$ cat src/rtl/mrd_pkg.sv
package mrd_pkg;
  localparam int unsigned NUM_RATES = 3;
  localparam int unsigned CODE_W    = 2;
  localparam int unsigned DIV_W     = NUM_RATES - 1;

  typedef enum logic [CODE_W-1:0] {
    RATE_X1 = 2'd0,
    RATE_X2 = 2'd1,
    RATE_X4 = 2'd2
  } rate_e;
endpackage

$ cat src/rtl/mrd_sync_edge.sv
module mrd_sync_edge #(
  parameter int unsigned STAGES = 2
) (
  input  logic clk,
  input  logic rst_n,
  input  logic din_async,
  output logic rise
);
  logic [STAGES:0] sh_q;
  logic [STAGES:0] sh_d;

  always_comb begin
    sh_d = {sh_q[STAGES-1:0], din_async};
  end

  always_ff @(posedge clk or negedge rst_n) begin
    if (!rst_n) sh_q <= '0;
    else        sh_q <= sh_d;
  end

  assign rise = sh_q[STAGES-1] & ~sh_q[STAGES];
endmodule

$ cat src/rtl/mrd_period_meter.sv
module mrd_period_meter #(
  parameter int unsigned TIMEOUT_CYC = 2048,
  localparam int unsigned CW = $clog2(TIMEOUT_CYC + 1)
) (
  input  logic          clk,
  input  logic          rst_n,
  input  logic          edge_in,
  output logic          meas_vld,
  output logic [CW-1:0] meas_cnt,
  output logic          tmo
);
  localparam logic [CW-1:0] LIMIT = CW'(TIMEOUT_CYC);

  logic [CW-1:0] cnt_q, cnt_d;
  logic [CW-1:0] meas_q, meas_d;
  logic          armed_q, armed_d;
  logic          vld_q, vld_d;
  logic          tmo_q, tmo_d;

  always_comb begin
    cnt_d   = cnt_q;
    meas_d  = meas_q;
    armed_d = armed_q;
    vld_d   = 1'b0;
    tmo_d   = 1'b0;
    if (edge_in) begin
      vld_d   = armed_q;
      meas_d  = cnt_q;
      cnt_d   = CW'(1);
      armed_d = 1'b1;
    end else if (cnt_q == LIMIT) begin
      tmo_d   = 1'b1;
      armed_d = 1'b0;
      cnt_d   = '0;
    end else begin
      cnt_d   = cnt_q + CW'(1);
    end
  end

  always_ff @(posedge clk or negedge rst_n) begin
    if (!rst_n) begin
      cnt_q   <= '0;
      meas_q  <= '0;
      armed_q <= 1'b0;
      vld_q   <= 1'b0;
      tmo_q   <= 1'b0;
    end else begin
      cnt_q   <= cnt_d;
      meas_q  <= meas_d;
      armed_q <= armed_d;
      vld_q   <= vld_d;
      tmo_q   <= tmo_d;
    end
  end

  assign meas_vld = vld_q;
  assign meas_cnt = meas_q;
  assign tmo      = tmo_q;
endmodule

$ cat src/rtl/mrd_classifier.sv
module mrd_classifier
  import mrd_pkg::*;
#(
  parameter int unsigned CW        = 12,
  parameter int unsigned BASE_CNT  = 256,
  parameter int unsigned TOLERANCE = 2
) (
  input  logic [CW-1:0]        meas_cnt,
  output logic [NUM_RATES-1:0] hit_vec,
  output logic                 in_win,
  output logic [CODE_W-1:0]    hit_code
);
  for (genvar gi = 0; gi < NUM_RATES; gi++) begin : g_win
    localparam int unsigned NOM = BASE_CNT << gi;
    localparam logic [CW:0] LO  = (CW+1)'(NOM - TOLERANCE);
    localparam logic [CW:0] HI  = (CW+1)'(NOM + TOLERANCE);
    assign hit_vec[gi] = ({1'b0, meas_cnt} >= LO) && ({1'b0, meas_cnt} <= HI);
  end

  always_comb begin
    hit_code = '0;
    for (int i = NUM_RATES - 1; i >= 0; i--) begin
      if (hit_vec[i]) hit_code = CODE_W'(i);
    end
  end

  assign in_win = |hit_vec;
endmodule

$ cat src/rtl/mrd_lock_ctrl.sv
module mrd_lock_ctrl
  import mrd_pkg::*;
(
  input  logic              clk,
  input  logic              rst_n,
  input  logic              meas_vld,
  input  logic              in_win,
  input  logic [CODE_W-1:0] hit_code,
  input  logic              tmo,
  output logic [CODE_W-1:0] rate_code,
  output logic              locked
);
  logic [CODE_W-1:0] rate_q, rate_d;
  logic [CODE_W-1:0] cand_q, cand_d;
  logic              cand_ok_q, cand_ok_d;
  logic              lock_q, lock_d;

  always_comb begin
    rate_d    = rate_q;
    cand_d    = cand_q;
    cand_ok_d = cand_ok_q;
    lock_d    = lock_q;
    if (tmo || (meas_vld && !in_win)) begin
      lock_d    = 1'b0;
      cand_ok_d = 1'b0;
    end else if (meas_vld) begin
      if (cand_ok_q && (cand_q == hit_code)) begin
        rate_d = hit_code;
        lock_d = 1'b1;
      end else begin
        cand_d    = hit_code;
        cand_ok_d = 1'b1;
      end
    end
  end

  always_ff @(posedge clk or negedge rst_n) begin
    if (!rst_n) begin
      rate_q    <= RATE_X1;
      cand_q    <= RATE_X1;
      cand_ok_q <= 1'b0;
      lock_q    <= 1'b0;
    end else begin
      rate_q    <= rate_d;
      cand_q    <= cand_d;
      cand_ok_q <= cand_ok_d;
      lock_q    <= lock_d;
    end
  end

  assign rate_code = rate_q;
  assign locked    = lock_q;
endmodule

$ cat src/rtl/mrd_tick_gen.sv
module mrd_tick_gen
  import mrd_pkg::*;
(
  input  logic              clk,
  input  logic              rst_n,
  input  logic [CODE_W-1:0] rate_code,
  output logic              tick
);
  logic [DIV_W-1:0] div_q, div_d;
  logic [DIV_W:0]   lim;

  always_comb begin
    lim = ((DIV_W+1)'(1) << rate_code) - (DIV_W+1)'(1);
    if ({1'b0, div_q} >= lim) div_d = '0;
    else                      div_d = div_q + DIV_W'(1);
  end

  always_ff @(posedge clk or negedge rst_n) begin
    if (!rst_n) div_q <= '0;
    else        div_q <= div_d;
  end

  assign tick = (div_q == '0);
endmodule

$ cat src/rtl/mclk_rate_detect.sv
module mclk_rate_detect
  import mrd_pkg::*;
#(
  parameter int unsigned BASE_CNT    = 256,
  parameter int unsigned TOLERANCE   = 2,
  parameter int unsigned TIMEOUT_CYC = 2048,
  parameter int unsigned SYNC_STAGES = 2
) (
  input  logic       mclk,
  input  logic       rst_n,
  input  logic       fsync_async,
  output logic [1:0] rate_code,
  output logic       rate_locked,
  output logic       tick_en
);
  localparam int unsigned CW = $clog2(TIMEOUT_CYC + 1);

  logic [1:0]           rst_sh_q;
  logic                 rst_n_s;
  logic                 fs_edge;
  logic                 meas_vld;
  logic [CW-1:0]        meas_cnt;
  logic                 tmo;
  logic [NUM_RATES-1:0] hit_vec;
  logic                 in_win;
  logic [CODE_W-1:0]    hit_code;
  logic [CODE_W-1:0]    rate_q;

  always_ff @(posedge mclk or negedge rst_n) begin
    if (!rst_n) rst_sh_q <= '0;
    else        rst_sh_q <= {rst_sh_q[0], 1'b1};
  end
  assign rst_n_s = rst_sh_q[1];

  mrd_sync_edge #(.STAGES(SYNC_STAGES)) u_sync (
    .clk       (mclk),
    .rst_n     (rst_n_s),
    .din_async (fsync_async),
    .rise      (fs_edge)
  );

  mrd_period_meter #(.TIMEOUT_CYC(TIMEOUT_CYC)) u_meter (
    .clk      (mclk),
    .rst_n    (rst_n_s),
    .edge_in  (fs_edge),
    .meas_vld (meas_vld),
    .meas_cnt (meas_cnt),
    .tmo      (tmo)
  );

  mrd_classifier #(
    .CW        (CW),
    .BASE_CNT  (BASE_CNT),
    .TOLERANCE (TOLERANCE)
  ) u_class (
    .meas_cnt (meas_cnt),
    .hit_vec  (hit_vec),
    .in_win   (in_win),
    .hit_code (hit_code)
  );

  mrd_lock_ctrl u_lock (
    .clk       (mclk),
    .rst_n     (rst_n_s),
    .meas_vld  (meas_vld),
    .in_win    (in_win),
    .hit_code  (hit_code),
    .tmo       (tmo),
    .rate_code (rate_q),
    .locked    (rate_locked)
  );

  mrd_tick_gen u_tick (
    .clk       (mclk),
    .rst_n     (rst_n_s),
    .rate_code (rate_q),
    .tick      (tick_en)
  );

  assign rate_code = rate_q;
endmodule

$ cat config.mk
export PLATFORM = sky130hd
export DESIGN_NAME = mclk_rate_detect
export DESIGN_NICKNAME = d
export VERILOG_FILES = /design/src/rtl/mrd_pkg.sv /design/src/rtl/mrd_sync_edge.sv /design/src/rtl/mrd_period_meter.sv /design/src/rtl/mrd_classifier.sv /design/src/rtl/mrd_lock_ctrl.sv /design/src/rtl/mrd_tick_gen.sv /design/src/rtl/mclk_rate_detect.sv
export SDC_FILE = /design/constraint.sdc
export NUM_CORES = 1
export LEC_CHECK = 0
export CORE_MARGIN = 1.5
export CORE_UTILIZATION = 60
export DETAILED_ROUTE_END_ITERATION = 16
export DONT_BUFFER_PORTS = 1
export GPL_TIMING_DRIVEN = 0
export PLACE_DENSITY = 0.76
export SYNTH_ARGS = -nofsm -noshare
export SYNTH_HDL_FRONTEND = slang
export SYNTH_HIERARCHICAL = 1
export SYNTH_SLANG_ARGS = --single-unit
$ cat constraint.sdc
create_clock -name mclk -period 1.5 [get_ports mclk]
set_input_delay 0.3 -clock mclk [delete_from_list [all_inputs] [get_ports mclk]]
set_output_delay 0.3 -clock mclk [all_outputs]
set_load 0.03 [all_outputs]
==> run summary <==
Status: complete, but fails checks
Failing checks: setup timing
Die H: 59.0 µm
Worst-path cell chain: nor4_4, nand4b_1, a21oi_2, xnor2_1, and4_4, mux2_4
Die W: 59.0 µm
Root buffer cell: clkbuf_4
WP data required: 1.74 ns
Max Slew Vio Count: 0
Max Cap Viol: 0
Slowest stage cell, crit path: dfrtp_1
Startpoint types: flop
WL final: 3.54 mm
Max Clock Freq: 495 MHz
PwrDens: 1040 mW/mm²
Routed vias: 1,288
Antenna diode count: 0
H-tree levels: 2
Clock skew: 0.00906 ns
Placed cells: 199
DRC Markers: 0
Clk_lat worst skew: 0.35 ns
IO buf count: 0
Syn Nets: 163
Clock Sink Count: 40
Drt pass-1 iters: 4
Critical path's largest stage delay: 0.43 ns
Ys Warns: 6
Slew margin rel.: 47.1%
Area grow syn2layout: 14.2%
Final core utilization: 71.0%
Nets: 178
RSZ-0062 raised after global routing: yes
Clock transition at path regs: 0.11 ns
Drt initial violations: 62
Fin worst setup slack: -0.519 ns
Largest delay share family, worst path: simple AND/OR/NAND/NOR gates
Placeable Area: 0.00303 mm²
GRT Residual Overflow: 0
Die area: 0.00348 mm²
Ports: 7
Tcrit/Tclk final: 135%
TritonCTS Buffers: 5
Detailed placement HPWL: 2.24 mm
Fin crit period: 2.02 ns
Share of layout cells above drive strength 1: 35.1%
WS Path Type: flop to flop
Worst EP arrival: 2.26 ns
Peak supply drop: 0.627 mV
Gpl congestion: 0.797
TritonCTS clock tree: yes
Synth Area per Inst: 12.1 µm²
Worst path buffer plus inverter count: 0
DR WL/cell: 16.5 µm
Initial core utilization: 62.1%
Max clock buf depth: 2
Initial antenna violation count: 0
Hold Path Class: primary input to async pin
Final hold viol count: 0
Leak: 0.941 nW
Syn Std Cell Area: 0.00188 mm²
Std cell rows: 20
DR vias/cell: 5.99
First-pass GRT wire length: 5.80 mm
Endpoints failing setup: 7
Crit. End Element: flop
Vias in the first global route: 1,276
Total Routing Usage GR: 22.7%
Finished Layout Cells: 215
ANT nets after route: 0
Synth Instances: 155
Largest net degree at the start of global routing: 39
Peak fanout along the critical path: 4
Fill cell count: 214
Worst slew pin tran: 0.793 ns
==> worst paths after layout <==
path                                startpoint                   to  slack, ns  cells past startpoint
max                        u_meter/meas_cnt[4]  u_lock/rate_code[0]      -0.52                      6
min                                      rst_n          rst_sh_q[1]       0.17                      1
max reg2reg                u_meter/meas_cnt[4]  u_lock/rate_code[0]      -0.52                      6
min reg2reg                        rst_sh_q[1]     u_meter/cnt_q[3]       0.37                      0
max in group asynchronous          rst_sh_q[1]     u_meter/cnt_q[0]       0.59                      0
min in group mclk               u_sync/sh_q[0]       u_sync/sh_q[1]       0.37                      0
==> repair_timing <==
action,CTS,global route
endpoints found under the setup margin,26,22
hold buffers,2,0
cloned,0,1
resized for setup,8,16
pin swaps,5,8
hold endpoints to repair,3,0
setup buffers,3,3
==> flip-flops by register name, indices dropped and copies added (netlist names), 2 cells and up <==
name,count
u_meter/cnt_q,12
u_meter/meas_cnt,12
u_sync/sh_q,3
rst_sh_q,2
u_lock/cand_q,2
u_lock/rate_code,2
u_tick/div_q,2
==> report_power, final <==
part           switching, W  internal (W)  leakage, nW  total, W
Sequential         0.000115       0.00118        0.522   0.00130
Combinational      0.000227      0.000185        0.390  0.000412
Clock              0.000336      0.000183       0.0293  0.000519
Total              0.000679       0.00155        0.941   0.00223
==> routing by layer <==
metal	wire length, µm	vias up	GRT usage (%)
met5	0	-	0
met4	68	0	11.7
met3	142	7	5.46
met2	1920	30	38.9
met1	1410	652	26.3
li1	-	599	-
==> metrics by stage <==
| stage | power, W | worst slack (ns) | TNS [ns] | instance area, µm² | hold slack [ns] |
|---|---|---|---|---|---|
| after global routing | 0.00235 | -0.652 | -3.25 | 2150 | 0.160 |
| after global placement | 0.00161 | -0.450 | -3.91 | 1940 | 0.00445 |
| after detailed placement | 0.00163 | -0.533 | -2.65 | 1950 | 0.00446 |
| after CTS | 0.00218 | -0.526 | -2.23 | 2070 | 0.164 |
| after floorplan | 0.00154 | -0.344 | -1.26 | 1890 | 0.00441 |
| final | 0.00223 | -0.519 | -2.37 | 2150 | 0.172 |
==> final cells by class <==
type / instances / area (µm²) / area share, %
well taps: 44 / 55.1 / 2.56
plain buffers: 5 / 40.0 / 1.86
repair buffers: 7 / 61.3 / 2.85
clock buffers: 7 / 45.0 / 2.10
clock inverters: 1 / 5.00 / 0.233
multi-input cells: 104 / 908 / 42.3
inverters: 7 / 26.3 / 1.22
flip-flops and latches: 40 / 1010 / 46.9
==> cells in the final DEF (no fill, tap or decap), drive strengths merged, types with 2 or more instances in the layout <==
cell,instances
dfrtp,40
mux2,16
nor2,9
a21oi,9
clkbuf,9
buf,8
inv,7
nand3,7
nand4,6
ha,5
o21ai,4
nor2b,4
or3,4
xnor2,3
o31ai,3
nand2,3
or4,3
dlygate4sd3,2
nand4b,2
and4,2
o2111ai,2
xor2,2
a21o,2
nor4,2
a21boi,2
nor4b,2
==> worst reg2reg max path: stages (launching register included) <==
cell,delay [ns]
dfrtp_1,0.43
nor4_4,0.37
nand4b_1,0.16
a21oi_2,0.23
xnor2_1,0.16
and4_4,0.27
mux2_4,0.30
No activity file was read; power rests on OpenSTA's default activity.
